==> src/rtl/irq_ack_pkg.sv <==
package irq_ack_pkg;
   typedef enum logic {
      SZ_HALF = 1'b0,
      SZ_WORD = 1'b1
   } acc_size_e;

   localparam int unsigned REG_W_DEF  = 16;
   localparam int unsigned BUS_W_DEF  = 32;
   localparam int unsigned ADDR_W_DEF = 12;
endpackage

==> src/rtl/irq_stat_bank.sv <==
module irq_stat_bank #(
   parameter int unsigned REG_W = 16
) (
   input  logic             clk,
   input  logic             rst_n,
   input  logic             ack_we,
   input  logic [REG_W-1:0] ack_val,
   input  logic [REG_W-1:0] set_vec,
   output logic [REG_W-1:0] stat_q
);
   // one flop per pending bit; a request overrides a same-cycle acknowledge
   for (genvar b = 0; b < REG_W; b++) begin : g_bit
      always_ff @(posedge clk or negedge rst_n) begin
         if (!rst_n) stat_q[b] <= 1'b0;
         else        stat_q[b] <= (stat_q[b] & (~ack_we | ack_val[b])) | set_vec[b];
      end
   end

   p_ack_and_r1: assert property (@(posedge clk) disable iff (!rst_n)
      ack_we |=> ((stat_q & ~$past(set_vec)) ==
                  ($past(stat_q) & $past(ack_val) & ~$past(set_vec))));

   p_set_wins_r4: assert property (@(posedge clk) disable iff (!rst_n)
      (set_vec != '0) |=> ((stat_q & $past(set_vec)) == $past(set_vec)));

   p_hold_r3: assert property (@(posedge clk) disable iff (!rst_n)
      (!ack_we && set_vec == '0) |=> $stable(stat_q));
endmodule

==> src/rtl/irq_mask_reg.sv <==
module irq_mask_reg #(
   parameter int unsigned REG_W = 16
) (
   input  logic             clk,
   input  logic             rst_n,
   input  logic             ld,
   input  logic [REG_W-1:0] ld_val,
   output logic [REG_W-1:0] mask_q
);
   always_ff @(posedge clk or negedge rst_n) begin
      if (!rst_n)  mask_q <= '0;
      else if (ld) mask_q <= ld_val;
   end

   p_mask_load_r2: assert property (@(posedge clk) disable iff (!rst_n)
      ld |=> (mask_q == $past(ld_val)));

   p_mask_hold_r2: assert property (@(posedge clk) disable iff (!rst_n)
      !ld |=> $stable(mask_q));
endmodule

==> src/rtl/irq_read_mux.sv <==
module irq_read_mux
   import irq_ack_pkg::*;
#(
   parameter int unsigned   REG_W    = 16,
   parameter int unsigned   BUS_W    = 32,
   parameter int unsigned   ADDR_W   = 12,
   parameter logic [ADDR_W-1:0] STAT_OFS = 12'h070,
   parameter logic [ADDR_W-1:0] MASK_OFS = 12'h074
) (
   input  logic [ADDR_W-1:0] addr,
   input  acc_size_e         size,
   input  logic [REG_W-1:0]  stat_q,
   input  logic [REG_W-1:0]  mask_q,
   output logic [BUS_W-1:0]  rdata
);
   localparam int unsigned PAD_W = BUS_W - REG_W;

   logic [REG_W-1:0] sel;
   logic             size_unused;

   // both access sizes return the 16-bit value with zeroed upper bits
   assign size_unused = (size == SZ_WORD);

   always_comb begin
      if (addr == STAT_OFS)      sel = stat_q;
      else if (addr == MASK_OFS) sel = mask_q;
      else                       sel = '0;
      rdata = {{PAD_W{1'b0}}, sel};
   end
endmodule

==> src/rtl/irq_ack_ctrl.sv <==
module irq_ack_ctrl
   import irq_ack_pkg::*;
#(
   parameter int unsigned REG_W    = REG_W_DEF,
   parameter int unsigned BUS_W    = BUS_W_DEF,
   parameter int unsigned ADDR_W   = ADDR_W_DEF,
   parameter logic [ADDR_W-1:0] STAT_OFS = 12'h070,
   parameter logic [ADDR_W-1:0] MASK_OFS = 12'h074,
   parameter int unsigned DMA_BIT  = 3,
   parameter bit          REG_IRQ  = 1'b0
) (
   input  logic              clk,
   input  logic              rst_n,
   input  logic [REG_W-1:0]  src_pulse,
   input  logic              dma_pulse,
   input  logic [ADDR_W-1:0] bus_addr,
   input  logic              bus_we,
   input  logic              bus_size,
   input  logic [BUS_W-1:0]  bus_wdata,
   output logic [BUS_W-1:0]  bus_rdata,
   output logic              irq_out
);
   // elaboration-time parameter checks
   if (REG_W > BUS_W) begin : g_bad_width
      $error("irq_ack_ctrl: REG_W must not exceed BUS_W");
   end
   if (DMA_BIT >= REG_W) begin : g_bad_dma
      $error("irq_ack_ctrl: DMA_BIT out of range");
   end
   if (STAT_OFS == MASK_OFS) begin : g_bad_ofs
      $error("irq_ack_ctrl: register offsets collide");
   end

   localparam logic [REG_W-1:0] DMA_ONEHOT = REG_W'(1) << DMA_BIT;

   logic             wr_stat, wr_mask;
   logic [REG_W-1:0] wval, set_vec, stat_q, mask_q;
   logic             pend_any;
   logic [BUS_W-REG_W:0] hi_unused;

   assign wr_stat   = bus_we && (bus_addr == STAT_OFS);
   assign wr_mask   = bus_we && (bus_addr == MASK_OFS);
   assign wval      = bus_wdata[REG_W-1:0];
   assign hi_unused = {bus_wdata[BUS_W-1:REG_W], bus_size};
   assign set_vec   = src_pulse | (dma_pulse ? DMA_ONEHOT : '0);

   irq_stat_bank #(.REG_W(REG_W)) u_stat (
      .clk(clk), .rst_n(rst_n), .ack_we(wr_stat), .ack_val(wval),
      .set_vec(set_vec), .stat_q(stat_q));

   irq_mask_reg #(.REG_W(REG_W)) u_mask (
      .clk(clk), .rst_n(rst_n), .ld(wr_mask), .ld_val(wval), .mask_q(mask_q));

   irq_read_mux #(.REG_W(REG_W), .BUS_W(BUS_W), .ADDR_W(ADDR_W),
                  .STAT_OFS(STAT_OFS), .MASK_OFS(MASK_OFS)) u_rd (
      .addr(bus_addr), .size(acc_size_e'(bus_size)), .stat_q(stat_q),
      .mask_q(mask_q), .rdata(bus_rdata));

   assign pend_any = |(stat_q & mask_q);

   if (REG_IRQ) begin : g_irq_flop
      always_ff @(posedge clk or negedge rst_n) begin
         if (!rst_n) irq_out <= 1'b0;
         else        irq_out <= pend_any;
      end
   end else begin : g_irq_comb
      assign irq_out = pend_any;

      // the line can only drop because software wrote a register
      p_irq_fall_on_write_r5: assert property (@(posedge clk) disable iff (!rst_n)
         $fell(irq_out) |-> $past(wr_stat || wr_mask));
   end

   p_dma_sets_bit_r8: assert property (@(posedge clk) disable iff (!rst_n)
      dma_pulse |=> stat_q[DMA_BIT]);

   p_unmapped_no_effect_r7: assert property (@(posedge clk) disable iff (!rst_n)
      (bus_we && !wr_stat && !wr_mask) |=> $stable(mask_q));
endmodule

==> config.mk <==
export PLATFORM = sky130hd
export DESIGN_NAME = irq_ack_ctrl
export DESIGN_NICKNAME = d
export VERILOG_FILES = /design/src/rtl/irq_ack_pkg.sv /design/src/rtl/irq_stat_bank.sv /design/src/rtl/irq_mask_reg.sv /design/src/rtl/irq_read_mux.sv /design/src/rtl/irq_ack_ctrl.sv
export SDC_FILE = /design/constraint.sdc
export NUM_CORES = 1
export LEC_CHECK = 0
export BUFFER_PORTS_ARGS = -buffer_cell sky130_fd_sc_hd__buf_2
export CORE_MARGIN = 5
export CORE_UTILIZATION = 48
export DETAILED_ROUTE_END_ITERATION = 16
export PLACE_DENSITY = 0.92
export REMOVE_ABC_BUFFERS = 1
export SETUP_SLACK_MARGIN = 0.15
export SYNTH_ARGS = -nofsm -noshare
export SYNTH_HDL_FRONTEND = slang
export SYNTH_SLANG_ARGS = --single-unit
==> constraint.sdc <==
create_clock -name clk -period 2.2 [get_ports clk]
set_input_delay 0.22 -clock clk [delete_from_list [all_inputs] [get_ports clk]]
set_output_delay 0.22 -clock clk [all_outputs]
set_load 0.02 [all_outputs]
* Word-level counts from Yosys, hierarchy flattened
Cells that the tools add are included.
** Operators by class
- Equal/unequal tests :: 2
- Multiplexer cells :: 3
- Bitwise logic cells :: 51
- Reductions and logical operators :: 3
** Operators by type and width (number)
- $mux W16 :: 2
- $or A1 B1 Y1 :: 32
- $eq A12 B7 Y1 const B :: 2
- $and A1 B1 Y1 :: 16
- $and A16 B16 Y16 :: 1
- $or A16 B4 Y16 :: 1
- $reduce_or A16 Y1 :: 1
- $mux W4 :: 1
- $logic_and A1 B1 Y1 :: 2
- $not A1 Y1 :: 1
** Storage, ports and cells
- Register bits :: 32
- Output and inout bits :: 33

* Longest topological paths before layout
- Word-level depth :: 6
- Gate-level depth with buffers :: 6
- Mapped depth without buffers :: 3

* Hierarchy
From an unflattened synthesis, not the netlist that was laid out.
** Second synthesis, totals
- Cells, all modules :: 160
- Area, all modules :: 1911.8 sq um
** Modules (own cells, without submodules)
- irq_mask_reg :: times used 1, cells an instance 34, area an instance 649.4 sq um, seq. area each 400.4 sq um
- irq_stat_bank :: times used 1, cells an instance 49, area an instance 631.9 sq um, seq. area each 400.4 sq um
- irq_read_mux :: times used 1, cells an instance 60, area an instance 466.7 sq um, seq. area each 0.0 sq um
- irq_ack_ctrl :: times used 1, cells an instance 17, area an instance 163.9 sq um, seq. area each 0.0 sq um

* Least setup slack after synthesis
Ideal clock, no wire load.
- Path type :: input -> output
- Start :: in bus_addr[0]
- End :: out bus_rdata[0]
- Arrival time :: 1.341 ns
- Required time :: 1.980 ns
- Path slack :: 0.639 ns
- Stages :: 4
- Path through :: nor4_4 > nand3_1 > clkbuf_1 > nor2_1
** On the way
- Cells in the longest elaborated chain, start to end :: 3
** RTL lines
- start, declared :: line irq_ack_ctrl.sv:16 : input logic [ADDR_W-1:0] bus_addr,
- $eq A12 B7 Y1 :: line irq_read_mux.sv:26 : else if (addr == MASK_OFS) sel = mask_q;
- $mux W16 :: line irq_read_mux.sv:26
- $mux W16 * :: line irq_read_mux.sv:25 : if (addr == STAT_OFS) sel = stat_q;
- end, declared :: line irq_ack_ctrl.sv:20 : output logic [BUS_W-1:0] bus_rdata,
Mark *: on every way between the ends. The rest lies on a longest branch, timed or not.

* Worst setup path in the final report
- Start :: reg u_stat.stat_q[13]
- End :: out irq_out
** On the way
- Cells in the longest elaborated chain, start to end :: 2
** RTL lines
- start, declared :: line irq_stat_bank.sv:9 : output logic [REG_W-1:0] stat_q
- start signal, assigned by index :: line irq_stat_bank.sv:15 : else stat_q[b] <= (stat_q[b] & (~ack_we | ack_val[b])) | set_vec[b];
- $and A16 B16 Y16 :: line irq_ack_ctrl.sv:59 : assign pend_any = |(stat_q & mask_q);
- $reduce_or A16 Y1 :: line irq_ack_ctrl.sv:59
- end, declared :: line irq_ack_ctrl.sv:21 : output logic irq_out
Every way passes these cells.

==> flow_metrics.tcl <==
set metrics [dict create \
    drtIter0Drc 54 \
    num_rows 22 \
    dieHeight_um 70.8 \
    wl_per_cell_um 13.7 \
    clock-sinks 32 \
    gp_congestion 0.735 \
    fmaxAchievable_ghz 0.573 \
    ir_drop_mv 0.324 \
    switching_share 0.239 \
    antennaDiodeCount 0 \
    vias 1425 \
    min_period_ns 1.75 \
    power_frac_comb 0.119 \
    finalSetupViolations 0 \
    synth_compound_area_frac 0.0846 \
    muxShareOfSynthArea 0.213 \
    synth_edf_count 0 \
    start_kind "register" \
    rsz0062_at_grt "no" \
    clk_latency_ns 0.27 \
    power.density_nw_per_um2 519 \
    fin_tns_setup_ns 0 \
    period_share 0.794 \
    synth-adder-area-share 0 \
    drt-vias-per-instance 5.07 \
    grt_overflow 0 \
    synth_ff_type "dfrtp_1" \
    cts_max_path_buffers 2 \
    mostFrequentLayoutCells "buf_2 (64), nor2_1 (46), dfrtp_1 (32)" \
    path_cells "a22o_1, a221oi_1, nand4_1, buf_2" \
    p_leak_uw 0.00112 \
    min_path_type "input pin to async pin" \
    ys_ff_latch 32 \
    synth.avg_cell_area_um2 10.6 \
    clockPowerShare 0.350 \
    cp-end-kind "output port" \
    timing.final.hold_violations 24 \
    violations "hold timing" \
    synth_top_family_by_area "multiplexers" \
    path_max_fanout 3 \
    portBuffers 64 \
    reg2reg_to "u_mask.mask_q[12]$_DFFE_PN0P_" \
    cts_made_buffers 5 \
    stdcell_area_um2 2140 \
    rr_worst_depth 1 \
    grt_max_degree 33 \
    placed_area_um2 2080 \
    antenna_found_initial 0 \
    core_area_um2 3630 \
    maxSlewViolCount 0 \
    synth-simple-area-share 0.160 \
    root_buffer "clkbuf_8" \
    nets 300 \
    worst-slew-pin-transition_ns 0.700 \
    grt_pass1_wl_um 6380 \
    start_util 0.488 \
    cts_tree "done" \
    path_class "register to output port" \
    rrSetupSlack_ns 1.42 \
    grt_pass1_vias 1430 \
    grt_usage 0.159 \
    layout_commonest_cell "buf_2" \
    io_pins 98 \
    critPathLaunch "u_stat.stat_q[13]$_DFF_PN0_" \
    die_w_um 70.8 \
    first_pass_iters 4 \
    async_flop_share 1.00 \
    syn_area_um2 1770 \
    drive_gt1_frac 0.399 \
    dpl.hpwl_um 2970 \
    syn2layout_area_growth_pct 20.9 \
    internal_power_uw 846 \
    crit_path_end "irq_out" \
    slew_headroom 0.534 \
    p_switching_uw 266 \
    ys_types 24 \
    clk_pin_slew_worst_paths_ns 0.06 \
    cts_hold_buf 0 \
    post_cts_buffers 0 \
    htreeDepth 2 \
    totalWireLength_um 3840 \
    r2r-start "u_mask.mask_q[12]$_DFFE_PN0P_" \
    yosys.area_share.xor_xnor 0 \
    ys_seq_area_frac 0.451 \
    critical_path_arrival_ns 1.53 \
    ys_warn_count 0 \
    finClkSkew_ns 0 \
    netlist_instances 168 \
    fin_hold_ws_ns -0.0130 \
    power_frac_seq 0.531 \
    cpPeakStageDelay_ns 0.39 \
    drc_errors 0 \
    cap_violations 0 \
    cp_slowest_cell "dfrtp_1" \
    status "complete, but fails checks" \
    die_area_um2 5010 \
    postRouteAntennaNets 0 \
    cts_resized 0 \
    worstPathRequired_ns 1.98 \
]
## state kept, by name, summed over array words and instances (netlist names)
register / flops
u_mask.mask_q: 16
u_stat.stat_q: 16
## Yosys cell counts, types with 2 or more instances
cell type / n / area share
a22o_1: 4 / 0.020
nor2_1: 46 / 0.097
nor3_1: 2 / 0.0056
a221oi_1: 4 / 0.020
buf_4: 17 / 0.072
a21oi_1: 16 / 0.045
mux2i_1: 16 / 0.090
mux2_4: 10 / 0.085
buf_2: 2 / 0.0056
mux2_2: 6 / 0.038
dfrtp_1: 32 / 0.45
## worst max-delay path: cells and delay by family (launching register included)
kind / cells / cell delay, ns
AO/OA/AOI/OAI: 2 / 0.53
flip-flops: 1 / 0.39
buffers and inverters: 1 / 0.19
AND/OR/NAND/NOR: 1 / 0.14
## layout make-up
class / count / area [um^2]
fill: 341 / 1490
tap: 48 / 60.1
clock buffer: 5 / 68.8
timing repair buffer: 67 / 343
sequential: 32 / 801
multi-input combinational: 129 / 872
## worst min path at each step
stage               cells after the start                            to   from
global placement                        1    u_stat.stat_q[7]$_DFF_PN0_  rst_n
finish                                  1    u_stat.stat_q[7]$_DFF_PN0_  rst_n
CTS                                     1    u_stat.stat_q[7]$_DFF_PN0_  rst_n
detailed placement                      1    u_stat.stat_q[7]$_DFF_PN0_  rst_n
floorplan                               0  u_mask.mask_q[0]$_DFFE_PN0P_  rst_n
global route                            1    u_stat.stat_q[5]$_DFF_PN0_  rst_n
## cells by family after synthesis
group | after synthesis
DFF | 32
and+or+nand+nor | 57
buffers and inverters | 22
AOI/OAI and AO/OA | 24
other | 1
muxes | 32
## through the flow
stage | setup slack, ns | cells | hold WS (ns) | utilization | total power, uW
4_1_cts | 0.400 | 281 | 0.0156 | 0.590 | 1130
3_5_place_dp | 0.530 | 276 | 0.313 | 0.571 | 735
3_3_place_gp | 0.550 | 276 | 0.297 | 0.571 | 731
5_1_grt | 0.298 | 281 | 0.0552 | 0.590 | 1160
2_1_floorplan | 0.636 | 161 | -0.0756 | - | 659
6_report | 0.454 | 281 | -0.0130 | 0.590 | 1110
## metal layers
layer,GRT usage,vias to the layer above,share of wire
li1,-,688,-
met1,0.188,685,0.41
met2,0.271,47,0.49
met3,0.0511,5,0.088
met4,0.0605,0,0.011
met5,0,-,0
## power by group through the flow
stage | sequential, uW | clock [uW] | combinational [uW]
2_1_floorplan | 602 | 0 | 57.4
3_3_place_gp | 602 | 0 | 129
3_5_place_dp | 602 | 0 | 134
4_1_cts | 591 | 401 | 134
5_1_grt | 591 | 423 | 147
6_report | 591 | 389 | 132
No activity file was read; power rests on OpenSTA's default activity.
